$ cat src/rtl/brcond_pkg.sv
package brcond_pkg;

    localparam int OPT_W = 5;

    // Bit positions inside the options field
    localparam int OB_NOCOND = 4;  // 1: ignore condition bit
    localparam int OB_SENSE  = 3;  // wanted condition level
    localparam int OB_NODEC  = 2;  // 1: no count-down
    localparam int OB_ZSENSE = 1;  // 1: branch on zero count
    localparam int OB_HINT   = 0;  // static prediction hint

    typedef enum logic [1:0] {
        TK_DISP    = 2'b00,
        TK_DISP_AB = 2'b01,
        TK_LINK    = 2'b10,
        TK_COUNT   = 2'b11
    } tgt_kind_e;

    typedef struct packed {
        logic dec_en;
        logic zero_sense;
        logic use_cond;
        logic cond_sense;
        logic always_tk;
        logic hint;
        logic indirect;
        logic illegal;
    } br_dec_t;

    typedef struct packed {
        logic pred;
        logic act;
        logic misp;
        logic illegal;
    } br_res_t;

    function automatic logic kind_indirect(input tgt_kind_e k);
        return (k == TK_LINK) || (k == TK_COUNT);
    endfunction

endpackage

$ cat src/rtl/brc_decode.sv
module brc_decode
    import brcond_pkg::*;
(
    input  logic [OPT_W-1:0] opts,
    input  tgt_kind_e        kind,
    output br_dec_t          dec
);
    always_comb begin
        dec            = '0;
        dec.dec_en     = ~opts[OB_NODEC];
        dec.zero_sense = opts[OB_ZSENSE];
        dec.use_cond   = ~opts[OB_NOCOND];
        dec.cond_sense = opts[OB_SENSE];
        dec.always_tk  = opts[OB_NOCOND] & opts[OB_NODEC];
        dec.hint       = opts[OB_HINT];
        dec.indirect   = kind_indirect(kind);
        dec.illegal    = (kind == TK_COUNT) & ~opts[OB_NODEC];
        if (dec.illegal) begin
            dec.dec_en = 1'b0;
        end
    end
endmodule

$ cat src/rtl/brc_count.sv
module brc_count #(
    parameter int W = 32
) (
    input  logic         clk,
    input  logic         rst,
    input  logic         dec_req,
    input  logic         wr_en,
    input  logic [W-1:0] wr_data,
    output logic [W-1:0] ctr_q,
    output logic         dec_zero
);
    localparam logic [W-1:0] ONE = W'(1);

    logic [W-1:0] dec_val;

    always_comb begin
        dec_val  = ctr_q - ONE;
        dec_zero = (dec_val == '0);
    end

    always_ff @(posedge clk) begin
        if (rst) begin
            ctr_q <= '0;
        end else if (wr_en) begin
            ctr_q <= wr_data;
        end else if (dec_req) begin
            ctr_q <= dec_val;
        end
    end
endmodule

$ cat src/rtl/brc_resolve.sv
module brc_resolve
    import brcond_pkg::*;
(
    input  br_dec_t dec,
    input  logic    cond,
    input  logic    neg,
    input  logic    dec_zero,
    output br_res_t res
);
    logic ctr_ok;
    logic cond_ok;

    always_comb begin
        ctr_ok  = ~dec.dec_en | (dec_zero == dec.zero_sense);
        cond_ok = ~dec.use_cond | (cond == dec.cond_sense);
        res     = '0;
        if (dec.illegal) begin
            res.illegal = 1'b1;
        end else begin
            res.act = ctr_ok & cond_ok;
            if (dec.always_tk) begin
                res.pred = 1'b1;
            end else if (dec.indirect) begin
                res.pred = dec.hint;
            end else begin
                res.pred = neg ^ dec.hint;
            end
            res.misp = res.pred ^ res.act;
        end
    end
endmodule

$ cat src/rtl/brcond_unit.sv
module brcond_unit
    import brcond_pkg::*;
#(
    parameter int CTR_W = 32
) (
    input  logic             clk,
    input  logic             rst,
    input  logic             br_valid,
    input  logic [4:0]       br_opts,
    input  logic             cond_bit,
    input  logic             disp_neg,
    input  logic [1:0]       tgt_kind,
    input  logic             ctr_wr_en,
    input  logic [CTR_W-1:0] ctr_wr_data,
    output logic             res_valid,
    output logic             pred_taken,
    output logic             act_taken,
    output logic             mispredict,
    output logic             illegal_enc,
    output logic [CTR_W-1:0] ctr_value
);
    br_dec_t dec;
    br_res_t res_d;
    br_res_t res_q;
    logic    dec_zero;
    logic    vld_q;

    brc_decode u_decode (
        .opts (br_opts),
        .kind (tgt_kind_e'(tgt_kind)),
        .dec  (dec)
    );

    brc_count #(.W(CTR_W)) u_count (
        .clk      (clk),
        .rst      (rst),
        .dec_req  (br_valid & dec.dec_en),
        .wr_en    (ctr_wr_en),
        .wr_data  (ctr_wr_data),
        .ctr_q    (ctr_value),
        .dec_zero (dec_zero)
    );

    brc_resolve u_resolve (
        .dec      (dec),
        .cond     (cond_bit),
        .neg      (disp_neg),
        .dec_zero (dec_zero),
        .res      (res_d)
    );

    always_ff @(posedge clk) begin
        if (rst) begin
            vld_q <= 1'b0;
            res_q <= '0;
        end else begin
            vld_q <= br_valid;
            res_q <= br_valid ? res_d : '0;
        end
    end

    assign res_valid   = vld_q;
    assign pred_taken  = res_q.pred;
    assign act_taken   = res_q.act;
    assign mispredict  = res_q.misp;
    assign illegal_enc = res_q.illegal;
endmodule

$ cat config.mk
export PLATFORM = sky130hd
export DESIGN_NAME = brcond_unit
export DESIGN_NICKNAME = d
export VERILOG_FILES = /design/src/rtl/brcond_pkg.sv /design/src/rtl/brc_decode.sv /design/src/rtl/brc_count.sv /design/src/rtl/brc_resolve.sv /design/src/rtl/brcond_unit.sv
export SDC_FILE = /design/constraint.sdc
export NUM_CORES = 1
export LEC_CHECK = 0
export BUFFER_PORTS_ARGS = -buffer_cell sky130_fd_sc_hd__buf_4
export CAP_MARGIN = 5
export CORE_AREA = 2 2 81 64
export CTS_CLUSTER_DIAMETER = 120
export CTS_CLUSTER_SIZE = 30
export DETAILED_ROUTE_END_ITERATION = 10
export DIE_AREA = 0 0 83 66
export HOLD_SLACK_MARGIN = 0.03
export PLACE_DENSITY = 0.84
export SLEW_MARGIN = 20
export SYNTH_ARGS = -nofsm -noshare
export SYNTH_HDL_FRONTEND = slang
export SYNTH_HIERARCHICAL = 1
export SYNTH_SLANG_ARGS = --single-unit
$ cat constraint.sdc
create_clock -name clk -period 6.1 [get_ports clk]
set_input_delay 0.915 -clock clk [delete_from_list [all_inputs] [get_ports clk]]
set_output_delay 0.915 -clock clk [all_outputs]
set_load 0.05 [all_outputs]
Yosys cells after proc, flatten, opt, wreduce, memory -nomap -nowiden:

Cells that the tools add are included.

* input bits: 45
* word-level logic and storage cells: 34
* output and inout port bits: 37
* register bits: 37

* bitwise operators: 11
* mux-type cells: 7
* eq/ne operators: 4
* $add $sub $neg: 1
* reductions and logical operators: 5

Operator list (count)
* $mux 32: 2
* $logic_not 32->1: 1
* $sub 32x1->32 const B: 1
* $mux 1: 5
* $and 1x1->1: 4
* $eq 2x2->1 const B: 2
* $not 1->1: 3
* $reduce_or 3->1: 1
* $eq 1x1->1: 2
* $or 1x1->1: 2
* $reduce_bool 2->1: 1
* $reduce_or 2->1: 1
* $xor 1x1->1: 2
* $logic_or 1x1->1: 1

Depth between registers and ports, before layout:

Gate-level depths: netlist of run 1.

* depth after elaboration: 7
* gate-level depth with buffers: 13
* mapped depth without buffers: 13

Hierarchy:

The synthesis of run 1 kept the hierarchy.

By module, submodules not included
* brc_count: sequential area each 640.6 µm², cells each 268, area each 2205.9 µm², times used 1
* brcond_unit: sequential area each 100.1 µm², cells each 11, area each 147.6 µm², times used 1
* brc_resolve: sequential area each 0.0 µm², cells each 12, area each 95.1 µm², times used 1
* brc_decode: sequential area each 0.0 µm², cells each 8, area each 51.3 µm², times used 1

Least setup slack after synthesis of run 1:

No wires, ideal clock.

* kind: reg-to-reg
* from: reg u_count.ctr_q[21]
* to: reg res_q, in the netlist mispredict
* data arrival time: 2916 ps
* path slack: 3069 ps
* cell stages (with the launch flop): 13
* library setup time: 115 ps
* clock period less this slack: 3031 ps
* required time: 5985 ps
* path buffers: 1
* cell sequence: dfxtp_1 buf_2 or4_2 nor4b_1 nand3_1 xnor2_1 nor3_1 and4_1 xor2_1 a22oi_2 xnor2_1 nor2_1 and3b_1

* word-level cells in the longest chain between the ends: 6

Ends and longest elaborated chain
* from (decl): line brc_count.sv:9 `output logic [W-1:0] ctr_q,`
* from (signal assigned): line brc_count.sv:25 `ctr_q <= wr_data;`
* from (signal assigned): line brc_count.sv:27 `ctr_q <= dec_val;`
* $sub 32x1->32: line brc_count.sv:17 `dec_val = ctr_q - ONE;`
* $logic_not 32->1: line brc_count.sv:18 `dec_zero = (dec_val == '0);`
* via dec_zero: line brcond_unit.sv:25 `logic dec_zero;`
* $eq 1x1->1: line brc_resolve.sv:14 `ctr_ok = ~dec.dec_en | (dec_zero == dec.zero_sense);`
* $or 1x1->1: line brc_resolve.sv:14
* $and 1x1->1: line brc_resolve.sv:20 `res.act = ctr_ok & cond_ok;`
* $xor 1x1->1: line brc_resolve.sv:28 `res.misp = res.pred ^ res.act;`
* to (signal assigned): line brcond_unit.sv:58 `res_q <= br_valid ? res_d : '0;`
* to (decl): line brcond_unit.sv:24 `br_res_t res_q;`

The timed path passes the listed nets, and every way through them passes these cells.
A chain may end at the register's enable or synchronous reset.

Worst setup path in the final report of run 1:

* from: reg u_count.ctr_q[0]
* to: reg res_q, in the netlist mispredict

The elaborated chain is that of the path after synthesis.

==> results of run 1 <==
[path summary, 6_finish.rpt]
| kind | start | end | depth (start not counted) |
|---|---|---|---|
| max reg2reg | u_count/ctr_q[0]$_SDFFE_PP0P_ | mispredict$_SDFF_PP0_ | 13 |
| max | u_count/ctr_q[0]$_SDFFE_PP0P_ | mispredict$_SDFF_PP0_ | 13 |
| min | u_count/ctr_q[31]$_SDFFE_PP0P_ | u_count/ctr_q[31]$_SDFFE_PP0P_ | 2 |
| min reg2reg | u_count/ctr_q[31]$_SDFFE_PP0P_ | u_count/ctr_q[31]$_SDFFE_PP0P_ | 2 |
[registers in the layout (all words and copies together), names as in the netlist]
register,cells
act_taken,1
res_valid,1
u_count/ctr_q,32
pred_taken,1
illegal_enc,1
mispredict,1
[cell families (layout without fill, tap and decap cells)]
logic type / after synthesis / after routing / share of synthesized area (%)
compound gates: 38 / 38 / 9.76
xor+xnor: 39 / 39 / 13.7
fa+ha+maj: 2 / 2 / 1.00
buf+inv: 25 / 94 / 6.46
flops: 37 / 37 / 29.6
mux: 10 / 10 / 4.00
simple gates: 148 / 148 / 35.5
[synthesized netlist by cell type, drive strengths merged (4+ instances only)]
master	count	share of area, %
nor2	42	6.3
nand4	7	1.8
buf	11	3.4
nand3	5	1.5
and3b	5	1.8
nor4b	4	2.0
a21oi	20	4.2
a211oi	8	2.6
xnor2	28	9.8
nand2	23	3.5
clkbuf	9	2.3
nor4	12	4.7
or3	6	1.8
dfxtp	37	30
inv	5	0.75
mux2i	10	4.0
xor2	11	3.9
nor3	17	3.6
[metal layers]
layer	vias up	global-route usage (%)	wire [um]	part of all wire (%)
met4	0	5.12	25	0.41
met2	79	37.1	2810	46
li1	1196	-	-	-
met3	5	4.99	432	7.0
met1	1086	29.2	2880	47
met5	-	0	0	0
[area by class of cell]
class	count	area share (%)
multi-input combinational	237	51.1
sequential	37	23.7
timing repair buffer	81	19.4
tap	60	2.40
clock buffer	5	2.20
inverter	5	0.600
clock inverter	3	0.560
[power by group through the flow]
stage	Clock [W]	Sequential [W]	Combinational [W]
after floorplan	0	0.000336	0.000114
after global placement	0	0.000287	0.000219
after detailed placement	0	0.000288	0.000222
after CTS	0.000173	0.000283	0.000224
after global routing	0.000187	0.000286	0.000241
final	0.000169	0.000283	0.000225
[through the flow]
stage	hold slack (ns)	utilization, %
after floorplan	0.793	-
after global placement	0.605	64.6
after detailed placement	0.605	64.6
after CTS	0.624	66.4
after global routing	0.635	66.4
final	0.626	66.4
[tightest hold or removal path: stages, from the launching register on]
cell	delay, ns
dfxtp_1	0.34
xnor2_1	0.17
a21oi_1	0.07
==> results.py, run 1 <==
metrics = {
    "finish": {
        "diodes": 0,
        "multi_input_area_sq_um": 1600,
        "mostFrequentLayoutCell": "buf_4",
        "nFillCells": 407,
        "syn2layout_area_growth_pct": 25.1,
        "drive_gt1_share_pct": 29.6,
        "finalNonFillerCells": 428,
        "nets": 414,
        "post-route-cell-area_sq_um": 3130,
        "regArea_sq_um": 741,
        "layout_common_cells": "buf_4 (81), nor2_1 (42), dfxtp_1 (37)",
    },
    "synthesis": {
        "synth_seq_area_share_pct": 29.6,
        "synth_cell_type_count": 59,
        "yosysWarnings": 6,
        "synth-edff-count": 0,
        "synthesis.area_sq_um": 2500,
        "synth_ff_type": "dfxtp_1",
        "avgSynthCellArea_sq_um": 8.36,
        "synth_nets": 346,
        "ys_ff_latch": 37,
        "async_flop_share_pct": 0,
        "netlist_instances": 299,
    },
    "sta": {
        "worst_slack_ns": 2.95,
        "period_share_pct": 51.6,
        "setup-violations-final": 0,
        "tns_ns": 0,
        "rsz0062_at_grt": "no",
        "skew_ns": 0.00792,
        "fmax_mhz": 318,
        "slew_viol_final": 0,
        "slew_headroom_pct": 54.4,
        "finalWorstPathRequiredPeriod_ns": 3.15,
        "tightest_slew_ns": 0.683,
        "hold_viol_final": 0,
    },
    "clock_tree": {
        "insertion_delay_ns": 0.29,
        "ctsHoldBuffers": 0,
        "cts-root-buf": "clkbuf_8",
        "cts.sinks": 37,
        "cts-htree-levels": 2,
        "clockBufferDepth": 2,
        "cts_resized": 0,
        "tritoncts": "done",
        "cts_setup_buffers": 0,
        "cts_inserted_buffers": 5,
        "clk_pin_slew_worst_paths_ns": 0.08,
    },
    "routing": {
        "ant_nets": 0,
        "drtPass1Iterations": 4,
        "drtIter0Drc": 129,
        "drc": 0,
        "wire_per_inst_um": 14.3,
        "drt-total-wl_um": 6140,
        "vias_per_cell": 5.53,
        "vias": 2366,
    },
    "floorplan": {
        "die-area_sq_um": 5480,
        "core_sq_um": 4710,
        "placementRows": 22,
        "num_io_pins": 82,
        "chipHeight_um": 66,
        "die_x_um": 83,
        "start_util_pct": 53.1,
    },
    "setup_path": {
        "path_delay_family": "simple AND/OR/NAND/NOR gates",
        "path_buf_inv": 1,
        "rrSetupSlack_ns": 2.95,
        "crit_chain": "inv_1 -> ha_1 -> nor4b_1 -> nand4_1 -> nor3_1 -> xor2_1 -> nor3_1 -> and4_1 -> xor2_1 -> a22oi_2 -> xnor2_1 -> nor2_1 -> and3b_1",
        "critPathSlowestCell": "nor4b_1",
        "worst_setup_path_start_kind": "flip-flop",
        "worstSetupEndpointType": "flip-flop",
        "path_max_fanout": 8,
        "cp.arrival_ns": 3.34,
        "worstPathRequired_ns": 6.29,
        "slowest_delay_ns": 0.42,
        "crit_type": "flip-flop to flip-flop",
    },
    "power": {
        "p_leak_nw": 1.30,
        "peakVddDrop_uv": 118,
        "switchingPower_w": 0.000252,
        "pwr-share-clk_pct": 24.9,
        "power_frac_seq_pct": 41.8,
        "p_sw_share_pct": 37.2,
        "powerDensity_nw_per_um2": 217,
        "power.total_w": 0.000677,
        "p_int_w": 0.000425,
        "pwr-share-comb_pct": 33.2,
    },
    "placement": {
        "portBuffers": 81,
        "gp_congestion": 0.879,
        "dp_hpwl_um": 4470,
        "place_inst": 420,
        "dp_slack_ns": 2.72,
        "dpl_cell_area_sq_um": 3040,
    },
    "grt": {
        "grt_pass1_vias": 2154,
        "track_usage_pct": 22.1,
        "antenna_found_initial": 0,
        "grt_pass1_wl_um": 9920,
        "grt_max_degree": 38,
        "globalRouteOverflowTotal": 0,
    },
    "outcome": {
        "status": "finished, final reports clean",
    },
    "min_path": {
        "hold_class": "flip-flop to flip-flop",
    },
    "job": {
        "maxCapViolCount": 0,
    },
}
Note: power is estimated with default switching activity, not from simulation.
==> inputs of run 2 (changes only) <==
Settings changed: ABC_AREA set to 1, CORE_AREA 2 2 81 64 to 2 2 92 72, DIE_AREA 0 0 83 66 to 0 0 94 74, PLACE_DENSITY 0.84 to 0.76.
Clock period 6.1 ns to 2.8 ns, I/O delays scaled along.
==> run 2 against run 1 <==
  * Final cell count is 50% higher
  * Routed wire length is 46% higher
  * Setup slack worse by 2.7 ns
  * Critical path type unchanged
  * Critical endpoint unchanged
==> results.py, run 2 <==
metrics = {
    "floorplan": {
        "start_util_pct": 46.6,
        "core_sq_um": 6100,
        "die-area_sq_um": 6960,
        "chipHeight_um": 74,
        "placementRows": 25,
        "num_io_pins": 82,
        "die_x_um": 94,
    },
    "placement": {
        "dp_slack_ns": 0.308,
        "portBuffers": 81,
        "gp_congestion": 0.934,
        "dpl_cell_area_sq_um": 3490,
        "dp_hpwl_um": 6870,
    },
    "clock_tree": {
        "cts_inserted_buffers": 5,
        "clockBufferDepth": 2,
        "tritoncts": "done",
        "ctsHoldBuffers": 0,
        "clk_pin_slew_worst_paths_ns": 0.08,
        "cts-htree-levels": 2,
        "cts-root-buf": "clkbuf_8",
        "insertion_delay_ns": 0.29,
        "cts.sinks": 37,
    },
    "finish": {
        "largest_reg_flops": 32,
        "post-route-cell-area_sq_um": 3580,
        "drive_gt1_share_pct": 22.4,
        "nets": 608,
        "nFillCells": 641,
        "regMostFlops": "u_count/ctr_q",
        "layout_common_cells": "nand2_1 (183), buf_4 (84), nor2_1 (67)",
        "mostFrequentLayoutCell": "nand2_1",
        "syn2layout_area_growth_pct": 25.8,
        "diodes": 0,
    },
    "routing": {
        "drt-total-wl_um": 8990,
        "drtIter0Drc": 289,
        "drc": 0,
        "ant_nets": 0,
        "vias": 3321,
        "drtPass1Iterations": 5,
        "wire_per_inst_um": 14.0,
        "vias_per_cell": 5.16,
    },
    "sta": {
        "hold_viol_final": 0,
        "period_share_pct": 89.5,
        "slew_viol_final": 0,
        "fmax_mhz": 399,
        "skew_ns": 0.00553,
        "rsz0062_at_grt": "no",
        "finalWorstPathRequiredPeriod_ns": 2.51,
        "tns_ns": 0,
        "setup-violations-final": 0,
        "slew_headroom_pct": 75.3,
        "worst_slack_ns": 0.295,
        "tightest_slew_ns": 0.371,
    },
    "setup_path": {
        "path_max_fanout": 9,
        "critPathSlowestCell": "dfxtp_1",
        "worstSetupEndpointType": "flip-flop",
        "crit_chain": "inv_1 -> ha_2 -> nand2_4 -> nor2_8 -> nand2_4 -> xor2_1 -> nand3b_1 -> nor2_1 -> nand3_1 -> nor2_1 -> inv_1 -> nand2_1 -> nand3_2 -> nand3_2 -> nand2_1 -> nand2_1 -> inv_1 -> inv_1 -> nor2_1",
        "crit_type": "flip-flop to flip-flop",
        "worstPathRequired_ns": 2.99,
        "worst_path_most_repeated_cell": "inv_1",
        "cp.arrival_ns": 2.70,
        "worst_setup_path_start_kind": "flip-flop",
        "slowest_delay_ns": 0.34,
        "rr_worst_depth": 19,
    },
    "grt": {
        "globalRouteOverflowTotal": 0,
        "grt_max_degree": 35,
        "grt_pass1_vias": 2839,
        "track_usage_pct": 25.9,
        "antenna_found_initial": 0,
        "grt_pass1_wl_um": 14000,
    },
    "synthesis": {
        "synthesis.area_sq_um": 2840,
        "synth_nets": 535,
        "netlist_instances": 488,
        "avgSynthCellArea_sq_um": 5.83,
        "yosysTopAreaCell": "dfxtp_1",
        "synth_top_area_share_pct": 26.1,
        "synth-edff-count": 0,
        "synth_ff_type": "dfxtp_1",
        "yosysMostFrequentCell": "nand2_1",
        "synthTopCellsByCount": "nand2_1 (183), nor2_1 (68), inv_1 (52), dfxtp_1 (37), a31oi_1 (29)",
        "synth_cell_type_count": 30,
        "async_flop_share_pct": 0,
        "netlist_top_cells_area": "dfxtp_1 (26%), nand2_1 (24%), nor2_1 (9.0%)",
        "ys_ff_latch": 37,
        "yosysWarnings": 6,
        "synth_seq_area_share_pct": 26.1,
    },
    "job": {
        "maxCapViolCount": 0,
    },
    "min_path": {
        "hold_class": "input port to flip-flop",
        "holdPathStages": 3,
    },
    "power": {
        "power.total_w": 0.00164,
        "p_leak_nw": 1.79,
        "peakVddDrop_uv": 227,
        "powerDensity_nw_per_um2": 459,
    },
    "outcome": {
        "status": "finished, final reports clean",
    },
}
## run 2: cell types whose count changed in the layout (fill, tap and decap cells not counted), sizes merged, moves of 12 or more
| cell | delta |
|---|---|
| a31oi | +28 |
| nand3 | +23 |
| xnor2 | -28 |
| inv | +49 |
| nand2 | +171 |
| a21oi | -18 |
| nor4 | -12 |
| nor3 | -15 |
| nor2 | +42 |
## run 2: through the flow
step                util, %  hold WS (ns)  std cells
floorplan                 -         0.551        488
global placement       57.3         0.512        635
detailed placement     57.3         0.538        635
CTS                    58.6         0.376        643
global route           58.6         0.387        643
finish                 58.6         0.383        643
## run 2: timing repair
item,in CTS,in global routing
gates resized for setup,0,1
endpoints found under the setup margin,0,1
setup buffers,0,0
endpoints found under the hold margin,0,0
## run 2: kinds of logic after synthesis
logic type	synth area share [%]
AO/OA/AOI/OAI	9.33
XOR/XNOR	1.23
adder cells (fa/ha/maj)	0.880
buffers and inverters	10.4
flip-flops	26.1
AND/OR/NAND/NOR	52.1
## run 2: final timing paths
path | end | start | slack [ns]
max | mispredict$_SDFF_PP0_ | u_count/ctr_q[0]$_SDFFE_PP0P_ | 0.29
min | res_valid$_SDFF_PP0_ | br_valid | 0.38
max reg2reg | mispredict$_SDFF_PP0_ | u_count/ctr_q[0]$_SDFFE_PP0P_ | 0.29
min reg2reg | u_count/ctr_q[30]$_SDFFE_PP0P_ | u_count/ctr_q[30]$_SDFFE_PP0P_ | 0.55
## run 2: final cells by class
type                            instances  area [sq um]  share of cell area (%)
Timing Repair Buffer                   84           631                    17.6
Clock buffer                            6          72.6                    2.03
Clock inverter                          2          10.0                   0.280
Sequential cell                        37           741                    20.7
Tap cell                               81           101                    2.83
Multi-Input combinational cell        377          1810                    50.6
Inverter                               56           210                    5.88
## run 2: routing by layer
layer / vias to the layer above / track usage (%) / part of all wire [%]
li1: 1676 / - / -
met1: 1489 / 38.8 / 48
met2: 141 / 38.4 / 42
met3: 15 / 4.76 / 8.6
met4: 0 / 6.44 / 1.3
met5: - / 0 / 0
## run 2: worst max-delay path: cells and delay by family, from the launching register on
family        cells  cell delay, ns
xor+xnor          1            0.24
simple gates     13            1.24
buf+inv           4            0.31
fa+ha+maj         1            0.26
flops             1            0.34
## run 2: where the power goes
| group | internal [W] | switching, W | total, W |
|---|---|---|---|
| registers | 0.000558 | 0.0000543 | 0.000613 |
| logic | 0.000216 | 0.000439 | 0.000655 |
| clock network | 0.000173 | 0.000200 | 0.000373 |
